===== src/rtl/cbz_pkg.sv =====
package cbz_pkg;
   typedef enum logic [1:0] {
      CBZ_IDLE  = 2'd0,
      CBZ_CHECK = 2'd1,
      CBZ_WRITE = 2'd2,
      CBZ_DONE  = 2'd3
   } cbz_state_e;
endpackage


===== src/rtl/cbz_align.sv =====
module cbz_align #(
   parameter int ADDR_W = 32,
   parameter int OFF_W  = 6
) (
   input  logic [ADDR_W-1:0] addr_in,
   output logic [ADDR_W-1:0] base_out
);
   generate
      if (OFF_W == 0) begin : g_pass
         assign base_out = addr_in;
      end else begin : g_mask
         assign base_out = {addr_in[ADDR_W-1:OFF_W], {OFF_W{1'b0}}};
      end
   endgenerate
endmodule


===== src/rtl/cbz_beat_gen.sv =====
module cbz_beat_gen #(
   parameter int ADDR_W     = 32,
   parameter int BEATS      = 8,
   parameter int BEAT_BYTES = 8
) (
   input  logic              clk,
   input  logic              rst_n,
   input  logic              clear,
   input  logic              advance,
   input  logic [ADDR_W-1:0] base,
   output logic [ADDR_W-1:0] beat_addr,
   output logic              last
);
   localparam int BEAT_SH = $clog2(BEAT_BYTES);

   generate
      if (BEATS == 1) begin : g_single
         logic unused_ok;
         assign unused_ok = &{1'b0, clk, rst_n, clear, advance};
         assign beat_addr = base;
         assign last      = 1'b1;
      end else begin : g_multi
         localparam int CNT_W = $clog2(BEATS);
         logic [CNT_W-1:0] cnt_q;

         always_ff @(posedge clk) begin
            if (!rst_n || clear) begin
               cnt_q <= '0;
            end else if (advance) begin
               cnt_q <= cnt_q + 1'b1;
            end
         end

         assign last      = (cnt_q == CNT_W'(BEATS - 1));
         assign beat_addr = base + (ADDR_W'(cnt_q) << BEAT_SH);
      end
   endgenerate
endmodule


===== src/rtl/cbz_ctrl.sv =====
module cbz_ctrl
   import cbz_pkg::*;
(
   input  logic       clk,
   input  logic       rst_n,
   input  logic       req_valid,
   input  logic       perm_ack,
   input  logic       perm_ok,
   input  logic       wr_ready,
   input  logic       last_beat,
   output logic       take,
   output logic       beat_clear,
   output logic       beat_adv,
   output logic       perm_req,
   output logic       wr_valid,
   output logic       busy,
   output logic       done,
   output logic       fault
);
   cbz_state_e state_q, state_d;
   logic       denied_q, denied_d;

   always_comb begin
      state_d  = state_q;
      denied_d = denied_q;
      unique case (state_q)
         CBZ_IDLE: begin
            if (req_valid) begin
               state_d  = CBZ_CHECK;
               denied_d = 1'b0;
            end
         end
         CBZ_CHECK: begin
            if (perm_ack) begin
               state_d  = perm_ok ? CBZ_WRITE : CBZ_DONE;
               denied_d = !perm_ok;
            end
         end
         CBZ_WRITE: begin
            if (wr_ready && last_beat) state_d = CBZ_DONE;
         end
         CBZ_DONE: state_d = CBZ_IDLE;
         default:  state_d = CBZ_IDLE;
      endcase
   end

   always_ff @(posedge clk) begin
      if (!rst_n) begin
         state_q  <= CBZ_IDLE;
         denied_q <= 1'b0;
      end else begin
         state_q  <= state_d;
         denied_q <= denied_d;
      end
   end

   assign take       = (state_q == CBZ_IDLE) && req_valid;
   assign beat_clear = (state_q == CBZ_CHECK);
   assign beat_adv   = (state_q == CBZ_WRITE) && wr_ready;
   assign perm_req   = (state_q == CBZ_CHECK);
   assign wr_valid   = (state_q == CBZ_WRITE);
   assign busy       = (state_q != CBZ_IDLE);
   assign done       = (state_q == CBZ_DONE) && !denied_q;
   assign fault      = (state_q == CBZ_DONE) && denied_q;
endmodule


===== src/rtl/cbz_zero_engine.sv =====
module cbz_zero_engine #(
   parameter int ADDR_W    = 32,
   parameter int BLK_BYTES = 64,
   parameter int DATA_W    = 64
) (
   input  logic              clk,
   input  logic              rst_n,
   input  logic              req_valid,
   input  logic [ADDR_W-1:0] req_addr,
   output logic              busy,
   output logic              perm_req,
   output logic [ADDR_W-1:0] perm_addr,
   input  logic              perm_ack,
   input  logic              perm_ok,
   output logic              wr_valid,
   output logic [ADDR_W-1:0] wr_addr,
   output logic [DATA_W-1:0] wr_data,
   input  logic              wr_ready,
   output logic              done,
   output logic              fault
);
   localparam int BEAT_BYTES = DATA_W / 8;
   localparam int BEATS      = BLK_BYTES / BEAT_BYTES;
   localparam int OFF_W      = $clog2(BLK_BYTES);

   generate
      if (BLK_BYTES < 1 || (BLK_BYTES & (BLK_BYTES - 1)) != 0) begin : g_bad_blk
         $error("cbz_zero_engine: BLK_BYTES must be a power of two");
      end
      if (DATA_W < 8 || (DATA_W % 8) != 0 || (BEAT_BYTES & (BEAT_BYTES - 1)) != 0) begin : g_bad_dw
         $error("cbz_zero_engine: DATA_W must be 8 times a power of two");
      end
      if (BLK_BYTES < BEAT_BYTES) begin : g_bad_ratio
         $error("cbz_zero_engine: block must hold at least one word");
      end
      if (OFF_W >= ADDR_W) begin : g_bad_aw
         $error("cbz_zero_engine: ADDR_W too small for the block size");
      end
   endgenerate

   logic              take, beat_clear, beat_adv, last_beat;
   logic [ADDR_W-1:0] aligned, base_q;

   cbz_align #(.ADDR_W(ADDR_W), .OFF_W(OFF_W)) u_align (
      .addr_in  (req_addr),
      .base_out (aligned)
   );

   always_ff @(posedge clk) begin
      if (!rst_n) begin
         base_q <= '0;
      end else if (take) begin
         base_q <= aligned;
      end
   end

   cbz_ctrl u_ctrl (
      .clk        (clk),
      .rst_n      (rst_n),
      .req_valid  (req_valid),
      .perm_ack   (perm_ack),
      .perm_ok    (perm_ok),
      .wr_ready   (wr_ready),
      .last_beat  (last_beat),
      .take       (take),
      .beat_clear (beat_clear),
      .beat_adv   (beat_adv),
      .perm_req   (perm_req),
      .wr_valid   (wr_valid),
      .busy       (busy),
      .done       (done),
      .fault      (fault)
   );

   cbz_beat_gen #(.ADDR_W(ADDR_W), .BEATS(BEATS), .BEAT_BYTES(BEAT_BYTES)) u_beats (
      .clk       (clk),
      .rst_n     (rst_n),
      .clear     (beat_clear),
      .advance   (beat_adv),
      .base      (base_q),
      .beat_addr (wr_addr),
      .last      (last_beat)
   );

   assign perm_addr = base_q;
   assign wr_data   = '0;
endmodule


===== config.mk =====
export PLATFORM = sky130hd
export DESIGN_NAME = cbz_zero_engine
export DESIGN_NICKNAME = d
export VERILOG_FILES = /design/src/rtl/cbz_pkg.sv /design/src/rtl/cbz_align.sv /design/src/rtl/cbz_beat_gen.sv /design/src/rtl/cbz_ctrl.sv /design/src/rtl/cbz_zero_engine.sv
export SDC_FILE = /design/constraint.sdc
export NUM_CORES = 1
export LEC_CHECK = 0
export BUFFER_PORTS_ARGS = -buffer_cell sky130_fd_sc_hd__buf_2
export CAP_MARGIN = 40
export CORE_UTILIZATION = 35
export DETAILED_ROUTE_END_ITERATION = 8
export GPL_ROUTABILITY_DRIVEN = 0
export PLACE_DENSITY = 0.73
export SYNTH_ARGS = -nofsm -noshare
export SYNTH_HDL_FRONTEND = slang
export SYNTH_SLANG_ARGS = --single-unit

===== constraint.sdc =====
create_clock -name clk -period 1.7 [get_ports clk]
set_input_delay 0.17 -clock clk [delete_from_list [all_inputs] [get_ports clk]]
set_output_delay 0.17 -clock clk [all_outputs]
set_load 0.01 [all_outputs]

==> results.py, run 1 <==
metrics = {
    "floorplan": {
        "num_io_pins": 171,
        "design.die.area_mm2": 0.006283,
        "core_outline_area_mm2": 0.005642,
        "num_rows": 27,
        "die-width_um": 79.27,
        "initial_utilization": 0.3704,
        "die_height_um": 79.27,
    },
    "timing": {
        "fin_setup_tns_ns": 0,
        "finalSetupViolCount": 0,
        "clock-skew-final_ns": 0.01030,
        "fmax_ghz": 0.6625,
        "hold_viol_final": 0,
        "final.min_clock_period_ns": 1.509,
        "drv_slew": 0,
        "grt_setup_unrepaired": "false",
        "hold_ws_ns": 0.1298,
        "layout_worst_path_cycle_share": 0.8879,
    },
    "hold_path": {
        "hold_start": "req_addr[8]",
        "hold_path_class": "in2reg",
        "hold_end": "perm_addr[8]",
        "holdPathStages": 3,
    },
    "synthesis": {
        "netlist_area_mm2": 0.002090,
        "yosys.cell_types.count": 30,
        "syn_avg_cell_area_um2": 8.006,
        "synthCells": 261,
        "synth_warnings": 0,
        "yosysSeqAreaShare": 0.3066,
        "synth.ff_latch_count": 32,
    },
    "grt": {
        "groute.usage.overall": 0.1146,
        "global_route_wire_length_before_repair_mm": 5.568,
        "first_global_vias": 1275,
        "pin_count_of_the_biggest_net_entering_global_routing": 27,
        "overflow": 0,
        "number_of_antenna_violations_at_the_first_check_in_global_routing": 0,
    },
    "final_layout": {
        "n_antenna_cell": 0,
        "final_nets": 372,
        "final_area_mm2": 0.002242,
        "layout-area-overhead-vs-synth_pct": 7.305,
        "drive_above_1_share": 0.3272,
        "fillers": 608,
    },
    "detailed_routing": {
        "drt_drc_violations_left": 0,
        "post_drt_wl_per_cell_um": 9.546,
        "wirelength_mm": 3.809,
        "vias": 1599,
        "drtPass1Iterations": 4,
        "vias_per_cell": 4.008,
        "drtIter0Drc": 40,
        "ant_nets": 0,
    },
    "worst_setup_path": {
        "r2r_slack_ns": 0.19,
        "r2r-start": "u_ctrl.state_q[0]",
        "timing.critical_path.from_type": "flip-flop",
        "r2r-end": "perm_addr[31]",
        "critical_path_required_ns": 1.90,
        "critical_path.max_fanout": 26,
        "worst_setup_path_end_kind": "flip-flop",
        "worst_path_max_delay_cell": "sky130_fd_sc_hd__dfxtp_1",
        "crit_chain": "inv_1 > ha_1 > and2_1 > buf_4 > nand2_1 > a21oi_1",
        "ff2ff_path_depth": 6,
        "worst_ep_arrival_time_ns": 1.71,
        "critical_setup_path_class": "reg2reg",
        "crit_path_max_incr_delay_ns": 0.35,
    },
    "clocking": {
        "tritoncts": "yes",
        "htree_levels": 2,
        "clock_pin_slew_on_the_worst_setup_and_hold_paths_ns": 0.07,
        "root_buffer": "sky130_fd_sc_hd__clkbuf_8",
        "worst_skew_pair.late_latency_ns": 0.28,
        "cts_setup_buffers": 0,
        "clock_tree.buffer_depth": 2,
        "cts.repair.resized": 0,
        "cts_buffer_count": 5,
        "holdBufCountCts": 0,
        "numClockSinks": 32,
    },
    "power_and_ir_drop": {
        "ir_drop_uv": 579.2,
        "leakagePower_nw": 1.246,
        "power.density_mw_per_mm2": 1242,
    },
    "placement": {
        "placed_cell_area_mm2": 0.002146,
        "dp_hpwl_mm": 2.946,
        "io_buffers": 91,
    },
    "flow_run": {
        "drv.max_cap_violation_count": 0,
    },
    "run_status": {
        "run_status": "finished clean",
    },
}
## kinds of logic (layout without fill, tap and decap cells)
group | count (synthesis) | in the layout | share of synthesized area
buffers and inverters | 111 | 105 | 0.3934
and+or+nand+nor | 72 | 72 | 0.1479
AOI/OAI and AO/OA | 37 | 37 | 0.1042
DFF | 32 | 32 | 0.3066
adders and majority gates | 7 | 7 | 0.04191
other | 1 | 73 | 0.001795
xor gates and xnor gates | 1 | 1 | 0.004192
## area by class of cell
class	instances	area (um^2)	area share
Timing Repair Buffer	94	503.0	0.2243
Multi-Input combinational cell	190	897.1	0.4001
Tap cell	72	90.09	0.04018
Inverter	4	15.01	0.006696
Clock buffer	7	96.34	0.04297
Sequential cell	32	640.6	0.2857
## layout by cell type, fill, tap and decap left out, types with 3 or more instances in the layout
cell,instances
sky130_fd_sc_hd__inv_1,4
sky130_fd_sc_hd__a21oi_1,27
sky130_fd_sc_hd__nor2b_1,3
sky130_fd_sc_hd__clkbuf_8,7
sky130_fd_sc_hd__buf_2,91
sky130_fd_sc_hd__nand2_1,55
sky130_fd_sc_hd__dfxtp_1,32
sky130_fd_sc_hd__ha_1,7
sky130_fd_sc_hd__conb_1,73
sky130_fd_sc_hd__a21oi_2,4
## layer usage
layer / track usage / vias up / share of wire
met5: 0 / - / 0
met4: 0.03818 / 0 / 0.010
met3: 0.03103 / 6 / 0.090
met2: 0.2207 / 99 / 0.50
met1: 0.1175 / 707 / 0.40
li1: - / 787 / -
## state kept, by name, summed over array words and instances, names as in the netlist
name,cells
u_ctrl.denied_q,1
u_ctrl.state_q,2
u_beats.g_multi.cnt_q,3
perm_addr,26
## worst max-delay path: cells and delay by family (launching register included)
family	cells	cell delay (ns)
AND/OR/NAND/NOR	2	0.24
AO/OA/AOI/OAI	1	0.14
flip-flops	1	0.35
buffers and inverters	2	0.40
adder cells (fa/ha/maj)	1	0.27
## through the flow
step / cells / power, mW / util / setup slack, ns
finish: 399 / 2.785 / 0.3974 / 0.1906
global route: 399 / 3.014 / 0.3974 / 0.003753
CTS: 399 / 2.836 / 0.3974 / 0.1701
detailed placement: 392 / 2.207 / 0.3804 / 0.2002
global placement: 392 / 2.179 / 0.3804 / 0.2504
floorplan: 333 / 2.075 / - / 0.3425
## how the worst max path moves through the flow
stage	start	to	slack [ns]	depth (start not counted)
6_report	u_ctrl.state_q[0]	perm_addr[31]	0.19	6
5_1_grt	u_ctrl.state_q[0]	perm_addr[23]	0.004	6
4_1_cts	u_ctrl.state_q[0]	perm_addr[31]	0.17	6
3_5_place_dp	u_ctrl.state_q[0]	perm_addr[12]	0.20	6
3_3_place_gp	u_ctrl.state_q[0]	perm_addr[20]	0.25	6
2_1_floorplan	u_ctrl.state_q[0]	perm_addr[13]	0.34	7
## cell usage after synthesis
library cell               number  area (um^2)
sky130_fd_sc_hd__nor3_1         1        5.000
sky130_fd_sc_hd__a21boi_0       1        7.510
sky130_fd_sc_hd__a311oi_1       1        8.760
sky130_fd_sc_hd__buf_6          1        11.26
sky130_fd_sc_hd__ha_1           7        87.58
sky130_fd_sc_hd__nor2b_1        3        18.77
sky130_fd_sc_hd__buf_4         99        743.2
sky130_fd_sc_hd__a21oi_2        4        35.03
sky130_fd_sc_hd__nand3_1        2        10.01
sky130_fd_sc_hd__nand4b_1       1        8.760
sky130_fd_sc_hd__nand2b_1       2        12.51
sky130_fd_sc_hd__xor2_1         1        8.760
sky130_fd_sc_hd__a21oi_1       27        135.1
sky130_fd_sc_hd__a21bo_2        1        10.01
sky130_fd_sc_hd__nor2_1         2        7.510
sky130_fd_sc_hd__conb_1         1        3.750
sky130_fd_sc_hd__inv_1          4        15.01
sky130_fd_sc_hd__o31ai_1        2        15.01
sky130_fd_sc_hd__and2_1         2        12.51
sky130_fd_sc_hd__nand4_1        1        6.260
sky130_fd_sc_hd__a31oi_1        1        6.260
sky130_fd_sc_hd__or2b_1         1        7.510
sky130_fd_sc_hd__dfxtp_1       32        640.6
sky130_fd_sc_hd__buf_8          2        30.03
sky130_fd_sc_hd__buf_1          1        3.750
sky130_fd_sc_hd__nand2_1       55        206.5
sky130_fd_sc_hd__nand3b_1       1        7.510
sky130_fd_sc_hd__clkbuf_1       1        3.750
sky130_fd_sc_hd__buf_2          3        15.01
sky130_fd_sc_hd__nand2_2        1        6.260
## power breakdown
group	switching [mW]	internal (mW)	total, mW
Clock	0.252	0.360	0.612
Combinational	0.714	0.460	1.17
Sequential	0.109	0.890	0.999
Total	1.07	1.71	2.78
No activity file was read; power rests on OpenSTA's default activity.
==> run 2, diff against run 1 <==
--- a/config.mk
+++ b/config.mk
@@ -7,10 +7,11 @@
 export LEC_CHECK = 0
 export BUFFER_PORTS_ARGS = -buffer_cell sky130_fd_sc_hd__buf_2
 export CAP_MARGIN = 40
-export CORE_UTILIZATION = 35
+export CORE_UTILIZATION = 40
+export CTS_BUF_LIST = sky130_fd_sc_hd__clkbuf_8
 export DETAILED_ROUTE_END_ITERATION = 8
 export GPL_ROUTABILITY_DRIVEN = 0
-export PLACE_DENSITY = 0.73
+export PLACE_DENSITY = 0.82
 export SYNTH_ARGS = -nofsm -noshare
 export SYNTH_HDL_FRONTEND = slang
 export SYNTH_SLANG_ARGS = --single-unit
==> run 2 against run 1 <==
Effect of this change:
- highest routed layer unchanged
- count of clock-buffer cells in the layout shrank 2
- sequential power shrank 0.9%
- clock power grew 14%
- core utilization grew 6.2 points
- sequential share of layout area is the same
- flip-flop and latch count is the same
- clock skew shrank 0.0065 ns
- cell count shrank 0.75%
- combinational power is essentially flat
- critical path type unchanged
- critical path depth is the same
- largest power group unchanged
==> results.py, run 2 (synthesis gave the netlist of run 1 again) <==
metrics = {
    "detailed_routing": {
        "vias_per_cell": 4.025,
        "drt_drc_violations_left": 0,
        "drtPass1Iterations": 4,
        "vias": 1594,
        "post_drt_wl_per_cell_um": 9.255,
        "ant_nets": 0,
        "drtIter0Drc": 26,
        "wirelength_mm": 3.665,
    },
    "hold_path": {
        "hold_start": "req_addr[12]",
        "hold_path_class": "in2reg",
        "holdPathStages": 3,
        "hold_end": "perm_addr[12]",
    },
    "timing": {
        "drv_slew": 0,
        "hold_viol_final": 0,
        "clock-skew-final_ns": 0.003768,
        "hold_ws_ns": 0.1273,
        "fmax_ghz": 0.6785,
        "layout_worst_path_cycle_share": 0.8670,
        "timing.final.ws_setup_ns": 0.2261,
        "grt_setup_unrepaired": "false",
        "finalSetupViolCount": 0,
        "fin_setup_tns_ns": 0,
        "final.min_clock_period_ns": 1.474,
    },
    "clocking": {
        "cts_buffer_count": 5,
        "clock_pin_slew_on_the_worst_setup_and_hold_paths_ns": 0.07,
        "root_buffer": "sky130_fd_sc_hd__clkbuf_8",
        "clock_tree.buffer_depth": 2,
        "cts.repair.resized": 0,
        "numClockSinks": 32,
        "worst_skew_pair.late_latency_ns": 0.27,
        "cts_setup_buffers": 0,
        "holdBufCountCts": 0,
        "htree_levels": 2,
        "tritoncts": "yes",
    },
    "power_and_ir_drop": {
        "power.density_mw_per_mm2": 1274,
        "leakagePower_nw": 1.256,
        "net-switching-power_mw": 1.080,
        "power.combinational.fraction": 0.410,
        "ir_drop_uv": 623.6,
        "intPower_mw": 1.777,
        "power.clock.fraction": 0.243,
        "sequentialPowerShare": 0.347,
        "sw_frac_of_total": 0.3780,
    },
    "worst_setup_path": {
        "timing.critical_path.from_type": "flip-flop",
        "worst_setup_path_end_kind": "flip-flop",
        "r2r-start": "u_ctrl.state_q[0]",
        "critical_setup_path_class": "reg2reg",
        "critical_path.max_fanout": 26,
        "r2r-end": "perm_addr[23]",
        "worst_ep_arrival_time_ns": 1.67,
        "r2r_slack_ns": 0.23,
        "critical_path_required_ns": 1.90,
        "ff2ff_path_depth": 6,
    },
    "grt": {
        "grt_util_met2": 0.2232,
        "global_route_wire_length_before_repair_mm": 5.016,
        "groute.usage.overall": 0.1199,
        "grt-busiest-layer": "met2",
        "first_global_vias": 1185,
        "overflow": 0,
        "number_of_antenna_violations_at_the_first_check_in_global_routing": 0,
        "pin_count_of_the_biggest_net_entering_global_routing": 27,
        "global_routing_usage_on_met3": 0.04472,
        "use_met1": 0.1244,
    },
    "floorplan": {
        "design.die.area_mm2": 0.005517,
        "die-width_um": 74.28,
        "core_outline_area_mm2": 0.004880,
        "initial_utilization": 0.4282,
        "num_io_pins": 171,
        "num_rows": 25,
        "die_height_um": 74.28,
    },
    "final_layout": {
        "drive_above_1_share": 0.3283,
        "n_antenna_cell": 0,
        "final_area_mm2": 0.002242,
        "layout-area-overhead-vs-synth_pct": 7.305,
        "layout_commonest_cell": "sky130_fd_sc_hd__buf_2",
        "mostFrequentLayoutCells": "sky130_fd_sc_hd__buf_2 (91), sky130_fd_sc_hd__conb_1 (73), sky130_fd_sc_hd__nand2_1 (55)",
        "final_nets": 373,
        "flip_flop_count_of_the_largest_register_all_copies_and_words_added": 26,
    },
    "placement": {
        "dp_hpwl_mm": 2.826,
        "post-place-ws_ns": 0.2137,
        "io_buffers": 91,
        "placed_cell_area_mm2": 0.002135,
    },
    "run_status": {
        "run_status": "finished clean",
    },
    "flow_run": {
        "drv.max_cap_violation_count": 0,
    },
}
run 2: changes by cell type in the layout (fill, tap and decap cells not counted), sizes merged:
cell,change
clkbuf,-2
buf,+1
bufinv,+1
clkinv,+1
inv,+1
run 2: power by group through the flow:
stage	Sequential, mW	Combinational (mW)	Clock [mW]
floorplan	1.06	1.02	0
global placement	1.00	1.16	0
detailed placement	1.01	1.18	0
CTS	0.992	1.19	0.722
global route	1.01	1.32	0.757
finish	0.990	1.17	0.695
run 2: worst max-delay path: stages (launching register included):
cell                      delay [ns]
sky130_fd_sc_hd__dfxtp_1        0.35
sky130_fd_sc_hd__inv_1          0.13
sky130_fd_sc_hd__ha_1           0.27
sky130_fd_sc_hd__and2_1         0.15
sky130_fd_sc_hd__buf_4          0.28
sky130_fd_sc_hd__nand2_1        0.09
sky130_fd_sc_hd__a21oi_1        0.14
run 2: layout make-up:
cell class / count / area, um^2
Fill cell: 512 / 2638
Timing Repair Buffer: 95 / 498.0
Clock buffer: 5 / 68.82
Sequential cell: 32 / 640.6
Clock inverter: 3 / 38.79
Multi-Input combinational cell: 190 / 897.1
Inverter: 4 / 15.01
Tap cell: 67 / 83.83
run 2: worst max path at each step:
| stage | startpoint | to | slack [ns] | cells past startpoint |
|---|---|---|---|---|
| floorplan | u_ctrl.state_q[0] | perm_addr[13] | 0.34 | 7 |
| global placement | u_ctrl.state_q[0] | perm_addr[20] | 0.27 | 6 |
| detailed placement | u_ctrl.state_q[0] | perm_addr[23] | 0.21 | 6 |
| CTS | u_ctrl.state_q[0] | perm_addr[23] | 0.19 | 6 |
| global route | u_ctrl.state_q[0] | perm_addr[22] | 0.05 | 6 |
| finish | u_ctrl.state_q[0] | perm_addr[23] | 0.23 | 6 |
run 2: layer usage:
metal  vias to the layer above  routed length [um]
li1                        789                   -
met1                       711                1461
met2                        89                1846
met3                         5                 321
met4                         0                  36
met5                         -                   0
run 2: per-stage QoR:
stage,std cells,utilization,power (mW)
floorplan,333,-,2.075
detailed placement,388,0.4374,2.189
global route,396,0.4595,3.094
CTS,396,0.4595,2.899
global placement,388,0.4374,2.162
finish,396,0.4595,2.857
